File: src/rtl/rxp_pkg.sv
package rxp_pkg;

   typedef enum logic [1:0] {
      PH1 = 2'd1,
      PH2 = 2'd2,
      PH3 = 2'd3
   } phase_t;

   localparam int unsigned CLICK_LEN = 3;

endpackage

File: src/rtl/rxp_phase_ctr.sv
module rxp_phase_ctr
   import rxp_pkg::*;
(
   input  logic   clk,
   input  logic   rst_n,
   input  logic   click_first,
   output phase_t cur_phase,
   output phase_t phase_q
);

   phase_t next_phase;

   // A resync marks this cycle as the first of a click.
   assign cur_phase = click_first ? PH1 : phase_q;

   always_comb begin
      unique case (cur_phase)
         PH1:     next_phase = PH2;
         PH2:     next_phase = PH3;
         default: next_phase = PH1;
      endcase
   end

   always_ff @(posedge clk or negedge rst_n) begin
      if (!rst_n) phase_q <= PH1;
      else        phase_q <= next_phase;
   end

endmodule

File: src/rtl/rxp_hold_reg.sv
module rxp_hold_reg #(
   parameter int unsigned DATA_W = 16
) (
   input  logic              clk,
   input  logic              rst_n,
   input  logic              load,
   input  logic [DATA_W-1:0] din,
   output logic [DATA_W-1:0] dout
);

   logic [DATA_W-1:0] hold_q;

   always_ff @(posedge clk or negedge rst_n) begin
      if (!rst_n)    hold_q <= '0;
      else if (load) hold_q <= din;
   end

   // The popped word passes straight to the bus in its own cycle.
   assign dout = load ? din : hold_q;

endmodule

File: src/rtl/rxp_attn.sv
module rxp_attn (
   input  logic clk,
   input  logic rst_n,
   input  logic eop_pop,
   input  logic hw_error,
   input  logic underrun,
   input  logic ack,
   output logic attn
);

   logic event_q;
   logic under_q;

   // A set event in the same cycle wins over the acknowledge.
   always_ff @(posedge clk or negedge rst_n) begin
      if (!rst_n) begin
         event_q <= 1'b0;
         under_q <= 1'b0;
      end else begin
         if (eop_pop || hw_error) event_q <= 1'b1;
         else if (ack)            event_q <= 1'b0;
         if (underrun)            under_q <= 1'b1;
         else if (ack)            under_q <= 1'b0;
      end
   end

   assign attn = event_q | under_q;

endmodule

File: src/rtl/rx_click_port.sv
module rx_click_port
   import rxp_pkg::*;
#(
   parameter int unsigned DATA_W  = 16,
   parameter bit          PRESENT = 1'b1
) (
   input  logic              clk,
   input  logic              rst_n,
   input  logic              click_first,
   input  logic              fifo_empty,
   input  logic [DATA_W-1:0] fifo_word,
   input  logic              fifo_eop,
   output logic              fifo_pop,
   input  logic              rd_strobe,
   input  logic              hw_error,
   input  logic              ack,
   output logic [DATA_W-1:0] rd_data,
   output logic [1:0]        status
);

   localparam int unsigned STATUS_W = 2;

   if (DATA_W < 1) begin : g_bad_width
      $error("rx_click_port: DATA_W must be at least 1");
   end
   if (STATUS_W != 2) begin : g_bad_status
      $error("rx_click_port: dispatch status must be two bits");
   end

   phase_t cur_phase;
   phase_t phase_q;
   logic   rd_en;
   logic   mid_read;
   logic   underrun;
   logic   attn;

   rxp_phase_ctr u_phase (
      .clk         (clk),
      .rst_n       (rst_n),
      .click_first (click_first),
      .cur_phase   (cur_phase),
      .phase_q     (phase_q)
   );

   // The stand-in variant never touches the FIFO.
   assign rd_en    = PRESENT ? rd_strobe : 1'b0;
   assign mid_read = rd_en && (cur_phase == PH2);
   assign fifo_pop = mid_read && !fifo_empty;
   assign underrun = mid_read && fifo_empty;

   rxp_hold_reg #(.DATA_W(DATA_W)) u_hold (
      .clk   (clk),
      .rst_n (rst_n),
      .load  (fifo_pop),
      .din   (fifo_word),
      .dout  (rd_data)
   );

   rxp_attn u_attn (
      .clk      (clk),
      .rst_n    (rst_n),
      .eop_pop  (fifo_pop && fifo_eop),
      .hw_error (hw_error),
      .underrun (underrun),
      .ack      (ack),
      .attn     (attn)
   );

   if (PRESENT) begin : g_present
      assign status = {1'b0, attn};
   end else begin : g_absent
      logic unused_attn;
      assign unused_attn = attn;
      assign status      = 2'b10;
   end

endmodule

File: config.mk
export PLATFORM = sky130hd
export DESIGN_NAME = rx_click_port
export DESIGN_NICKNAME = d
export VERILOG_FILES = /design/src/rtl/rxp_pkg.sv /design/src/rtl/rxp_phase_ctr.sv /design/src/rtl/rxp_hold_reg.sv /design/src/rtl/rxp_attn.sv /design/src/rtl/rx_click_port.sv
export SDC_FILE = /design/constraint.sdc
export NUM_CORES = 1
export LEC_CHECK = 0
export BUFFER_PORTS_ARGS = -buffer_cell sky130_fd_sc_hd__buf_2
export CORE_ASPECT_RATIO = 1.2
export CORE_MARGIN = 2
export CORE_UTILIZATION = 47
export CTS_CLUSTER_DIAMETER = 150
export DETAILED_ROUTE_END_ITERATION = 10
export GPL_ROUTABILITY_DRIVEN = 1
export PLACE_DENSITY = 0.82
export SLEW_MARGIN = 20
export SYNTH_ARGS = -nofsm -noshare
export SYNTH_HDL_FRONTEND = slang
export SYNTH_HIERARCHICAL = 1
export SYNTH_SLANG_ARGS = --single-unit
File: constraint.sdc
create_clock -name clk -period 2.94 [get_ports clk]
set_clock_uncertainty 0.1 [all_clocks]
set_input_delay 0.441 -clock clk [delete_from_list [all_inputs] [get_ports clk]]
set_output_delay 0.441 -clock clk [all_outputs]
set_load 0.02 [all_outputs]
==> impl_metrics.toml, run 1 <==
[pwr]
power_density_nw_per_um2 = 956.0
irDropWorstVdd_uv = 659.3
leakage_nw = 0.6087

[sta]
finalCritPeriodShare_pct = 85.37
setup_viol_count_final = 0
hold_violations = 0
rsz0062_at_grt = "no"
fmax_mhz = 398.4
period_minus_slack_ps = 2510
finalSetupTns_ps = 0
slew_violations = 0

[route]
vias = 541
wl_per_cell_um = 12.09
wl_mm = 1.403
dr.pass1.iters = 3
ant_nets = 0
drt_iter0_markers = 4
via_per_inst = 4.664
drc = 0

[placed_design]
port_buffers = 41
detailed_place_hpwl_mm = 1.005
gp_congestion = 0.6268

[floorplanning]
fp.dieH_um = 51.09
start_util_pct = 48.60
dieArea_um2 = 2209
die_w_um = 43.24
rows = 17
coreArea_um2 = 1787
ios = 43

[yosys]
ys_seq_area_share_pct = 57.78
synth_top_family_by_area = "multiplexers"
synthXorXnorAreaFrac_pct = 0
postSynthAreaPerCell_um2 = 16.08
syn_nets = 79
synth_simple_gate_area_share_pct = 6.628
synth.distinct_cells = 19
synthMuxAreaShare_pct = 25.07
synth-edff-count = 0
synth_most_common_cell = "dfrtp_1"
syn_area_um2 = 868.3
async_flop_share_pct = 100.0
synth_cells = 54
ys_ff_latch = 20
synth_common_cells = "dfrtp_1, mux2_4, mux2_2"
synth_top_cell_area_share_pct = 54.76
synth_compound_area_share_pct = 2.017
ys.flop_type = "dfrtp_1"
ys_top_cells_by_area = "dfrtp_1, mux2_4, mux2_2"
yosys.area.top_type = "dfrtp_1"
yosys_warnings = 6
synth_fa_ha_area_share_pct = 1.441

[layout]
fin_nets = 123
antennaDiodeCount = 0
drive_gt1_share_pct = 69.07
fillCellCount = 151
fin_util_pct = 61.83
areaGrowthSynthToFinish_pct = 27.23

[critical_path]
crit_path_max_incr_delay_ps = 390
cp.arrival_ps = 1970
r2r_cells = 4
cp_cell_sequence = "or2_1 > and4bb_1 > buf_4 > mux2_2 > buf_2"
worstSetupStartpointType = "flop"
crit_fanout = 18
worstPathRequired_ps = 2400
slowest_stage = "mux2_2"
r2r_start = "u_phase/phase_q[0]"
critical_path_class = "reg -> out"
critPathCaptureType = "output port"
r2r_slack_ps = 1220
rr_endpoint = "u_hold/hold_q[14]"

[clock_tree]
clock_latency_ps = 290
tritoncts = "done"
h-tree-depth = 1
cts_buffers = 3
clock_path_buffers = 2
cts.sinks = 20
cts_root_buffer = "clkbuf_4"
clk_pin_slew_ps = 100
post_cts_buffers = 0

[status]
status = "finished clean"

[worst_hold_path]
worstHoldEndpoint = "u_attn/event_q"
hp-start = "hw_error"
hold_path.class = "in -> reg"
hold_depth = 2

[global_routing]
grt.total_usage_pct = 14.08
grt_first_pass_wirelength_mm = 2.277
use_met2_pct = 22.39
antenna_found_initial = 0
met1_usage_pct = 17.22
first_global_vias = 552
busiest_layer = "met2"
grt_max_degree = 21
grtUsageMet3_pct = 2.827
grt-ovfl-total = 0

[run]
drv_cap = 0
-- critical path, delay by kind of cell (launching register included) --
family,cells,cell delay [ps]
buf+inv,2,440
mux,1,390
simple gates,2,470
flops,1,370
-- cells in the final DEF (no fill, tap or decap), drive strengths merged --
cell and instances:
buf 42, dfrtp 19, mux2 16, clkbuf 4
inv 3, or2 2, and4bb 1, and4b 1
and2 1, conb 1, dlygate4sd3 1, a211o 1
a21o 1, and2b 1, nand2b 1, ha 1
dfstp 1
-- worst max path at each step --
stage	slack [ps]	start	endpoint
final	430	u_phase/phase_q[0]	rd_data[14]
after detailed placement	510	click_first	rd_data[14]
after CTS	410	u_phase/phase_q[0]	rd_data[14]
after global routing	340	u_phase/phase_q[0]	rd_data[0]
after global placement	550	click_first	rd_data[0]
after floorplan	660	click_first	rd_data[10]
-- sequential cells by signal, indices dropped and copies added, names as in the netlist --
| signal | count |
|---|---|
| u_attn/under_q | 1 |
| u_phase/phase_q | 2 |
| u_hold/hold_q | 16 |
| u_attn/event_q | 1 |
-- per-stage QoR --
step / power, mW / area [um^2] / hold WS [ps] / setup WS (ps) / cells
floorplan: 0.7681 / 868.3 / 45.41 / 662.0 / 54
global placement: 0.8987 / 1059 / 299.8 / 551.4 / 111
detailed placement: 0.9084 / 1059 / 309.3 / 507.1 / 111
global route: 1.113 / 1105 / 230.3 / 343.9 / 116
finish: 1.056 / 1105 / 239.4 / 430.1 / 116
CTS: 1.069 / 1105 / 232.3 / 405.9 / 116
-- timing repair --
item,CTS,global route
endpoints found under the hold margin,19,0
resized for setup,0,0
hold buffers,1,0
-- cell families (layout without fill, tap and decap cells) --
family | count (synthesis) | after routing
multiplexers | 16 | 16
AND/OR/NAND/NOR | 7 | 7
adder cells (fa/ha/maj) | 1 | 1
other | 1 | 1
flip-flops | 20 | 20
buffers and inverters | 7 | 50
AO/OA/AOI/OAI | 2 | 2
-- final cells by class --
class / count / area [um^2] / area share, %
sequential: 20 / 501.7 / 45.41
tap: 19 / 23.77 / 2.152
timing repair buffer: 43 / 222.7 / 20.16
inverter: 3 / 11.26 / 1.019
clock buffer: 4 / 36.28 / 3.284
multi-input combinational: 27 / 309.0 / 27.97
-- where the power goes --
group / switching (mW) / internal [mW] / total, mW / leakage (nW)
logic: 0.258 / 0.217 / 0.475 / 0.340
registers: 0.0340 / 0.395 / 0.429 / 0.248
clock network: 0.0773 / 0.0755 / 0.153 / 0.0210
total: 0.369 / 0.687 / 1.06 / 0.609
-- layer usage --
metal  vias to the layer above  share of wire, %
met5                         -                 0
li1                        263                 -
met3                         2               8.2
met2                        26                49
met1                       250                42
met4                         0              0.71
No activity file was read; power rests on OpenSTA's default activity.
==> inputs of run 2 (changes only) <==
==> constraint.sdc (replaced) <==
create_clock -name clk -period 2.94 [get_ports clk]
set_clock_uncertainty 0.1 [all_clocks]
set_input_delay 0.294 -clock clk [delete_from_list [all_inputs] [get_ports clk]]
set_output_delay 0.294 -clock clk [all_outputs]
set_load 0.02 [all_outputs]
==> run 2 against run 1 <==
  * Flip-flop and latch count unchanged
  * Largest cell class unchanged
  * Total power is 0.12% lower
  * Highest routed layer is now met3
  * Die area unchanged
  * Design area unchanged
  * Via count increased by 3.3%
==> impl_metrics.toml, run 2 (synthesis gave the netlist of run 1 again) <==
[clock_tree]
cts_root_buffer = "clkbuf_4"
clock_path_buffers = 2
tritoncts = "done"
h-tree-depth = 1
cts_buffers = 3
post_cts_buffers = 0
cts.sinks = 20
clock_latency_ps = 280
clk_pin_slew_ps = 100

[pwr]
sw_frac_of_total_pct = 34.83
combPwrFrac_pct = 44.8
irDropWorstVdd_uv = 509.5
leakage_nw = 0.6087
total_power_mw = 1.055
power_density_nw_per_um2 = 954.8
p_sw_uw = 367.4
p_int_uw = 687.4
seq_power_share_pct = 41.2
pwr-share-clk_pct = 14.0

[route]
wl_mm = 1.385
drt_iter0_markers = 3
drc = 0
wl_per_cell_um = 11.94
vias = 559
ant_nets = 0
dr.pass1.iters = 3
via_per_inst = 4.819

[layout]
antennaDiodeCount = 0
areaGrowthSynthToFinish_pct = 27.23
fillCellCount = 151
largest_reg_flops = 16
reg.largest.list = "u_hold/hold_q x16, u_phase/phase_q x2"
layout_common_cells = "buf_2, dfrtp_1, mux2_4, mux2_2"
seq_area_um2 = 501.7
fin_util_pct = 61.83
mostFrequentLayoutCell = "buf_2"
drive_gt1_share_pct = 69.07
largest_register = "u_hold/hold_q"
fin_nets = 123
multi_input_area_um2 = 309.0

[sta]
post-route-worst-setup-slack_ps = 412.9
fin_hold_ws_ps = 102.4
slew_violations = 0
period_minus_slack_ps = 2527
finalCritPeriodShare_pct = 85.96
rsz0062_at_grt = "no"
setup_viol_count_final = 0
fmax_mhz = 395.7
finalSetupTns_ps = 0
hold_violations = 0

[global_routing]
grt-ovfl-total = 0
antenna_found_initial = 0
first_global_vias = 530
grt_first_pass_wirelength_mm = 2.145
grt_max_degree = 21
grt.total_usage_pct = 12.82

[critical_path]
crit_fanout = 10
rr_endpoint = "u_hold/hold_q[10]"
worstSetupStartpointType = "flop"
cp-startpoint = "u_phase/phase_q[0]"
cp.arrival_ps = 2130
r2r_cells = 4
r2r_slack_ps = 1040
cp-endpoint = "rd_data[10]"
critPathCaptureType = "output port"
r2r_start = "u_phase/phase_q[0]"
critical_path_class = "reg -> out"
worstPathRequired_ps = 2550

[floorplanning]
ios = 43
start_util_pct = 48.60
die_w_um = 43.24
dieArea_um2 = 2209
rows = 17
fp.dieH_um = 51.09
coreArea_um2 = 1787

[run]
drv_cap = 0

[placed_design]
gp_congestion = 0.6412
pre_cts_slack_ps = 620.8
detailed_place_hpwl_mm = 1.109
port_buffers = 41

[status]
status = "finished clean"

[worst_hold_path]
hold_path.class = "in -> reg"
[run 2: cell counts in the layout (fill, tap and decap cells not counted)]
Identical to the previous run, type by type.
[run 2: power groups by stage]
stage / clock network (mW) / registers (mW) / logic, mW
finish: 0.148 / 0.434 / 0.473
global route: 0.165 / 0.445 / 0.504
CTS: 0.153 / 0.435 / 0.478
detailed placement: 0 / 0.435 / 0.478
global placement: 0 / 0.433 / 0.468
floorplan: 0 / 0.422 / 0.346
[run 2: metrics by stage]
| step | std cells | instance area [um^2] |
|---|---|---|
| floorplan | 54 | 868.3 |
| global placement | 111 | 1059 |
| detailed placement | 111 | 1059 |
| CTS | 116 | 1105 |
| global route | 116 | 1105 |
| finish | 116 | 1105 |
[run 2: repair_timing]
item,in CTS,in global routing
hold endpoints to repair,19,0
hold buffers,1,0
resized for setup,0,0
[run 2: layout make-up]
class                           count  share of cell area, %
Sequential cell                    20                  45.41
Multi-Input combinational cell     27                  27.97
Timing Repair Buffer               43                  20.16
Clock buffer                        4                  3.284
Tap cell                           19                  2.152
Inverter                            3                  1.019
[run 2: critical path, cell delays in order (launching register included)]
cell      delay, ps
dfstp_2         370
or2_1           220
and4bb_1        480
buf_4           290
mux2_4          330
buf_2           160
[run 2: worst min path at each step]
stage	start	to	slack, ps	depth (start not counted)
3_5_place_dp	rst_n	u_phase/phase_q[1]	160	1
2_1_floorplan	rst_n	u_attn/event_q	-100	0
6_report	hw_error	u_attn/event_q	100	2
5_1_grt	hw_error	u_attn/event_q	90	2
4_1_cts	hw_error	u_attn/event_q	100	2
3_3_place_gp	rst_n	u_hold/hold_q[1]	150	1
[run 2: routing by layer]
layer	vias to the layer above	track usage [%]	part of all wire [%]	wire (um)
met2	26	19.40	49	678
met3	0	2.473	7.7	106
met5	-	0	0	0
li1	264	-	-	-
met4	0	4.545	0	0
met1	269	18.40	43	600
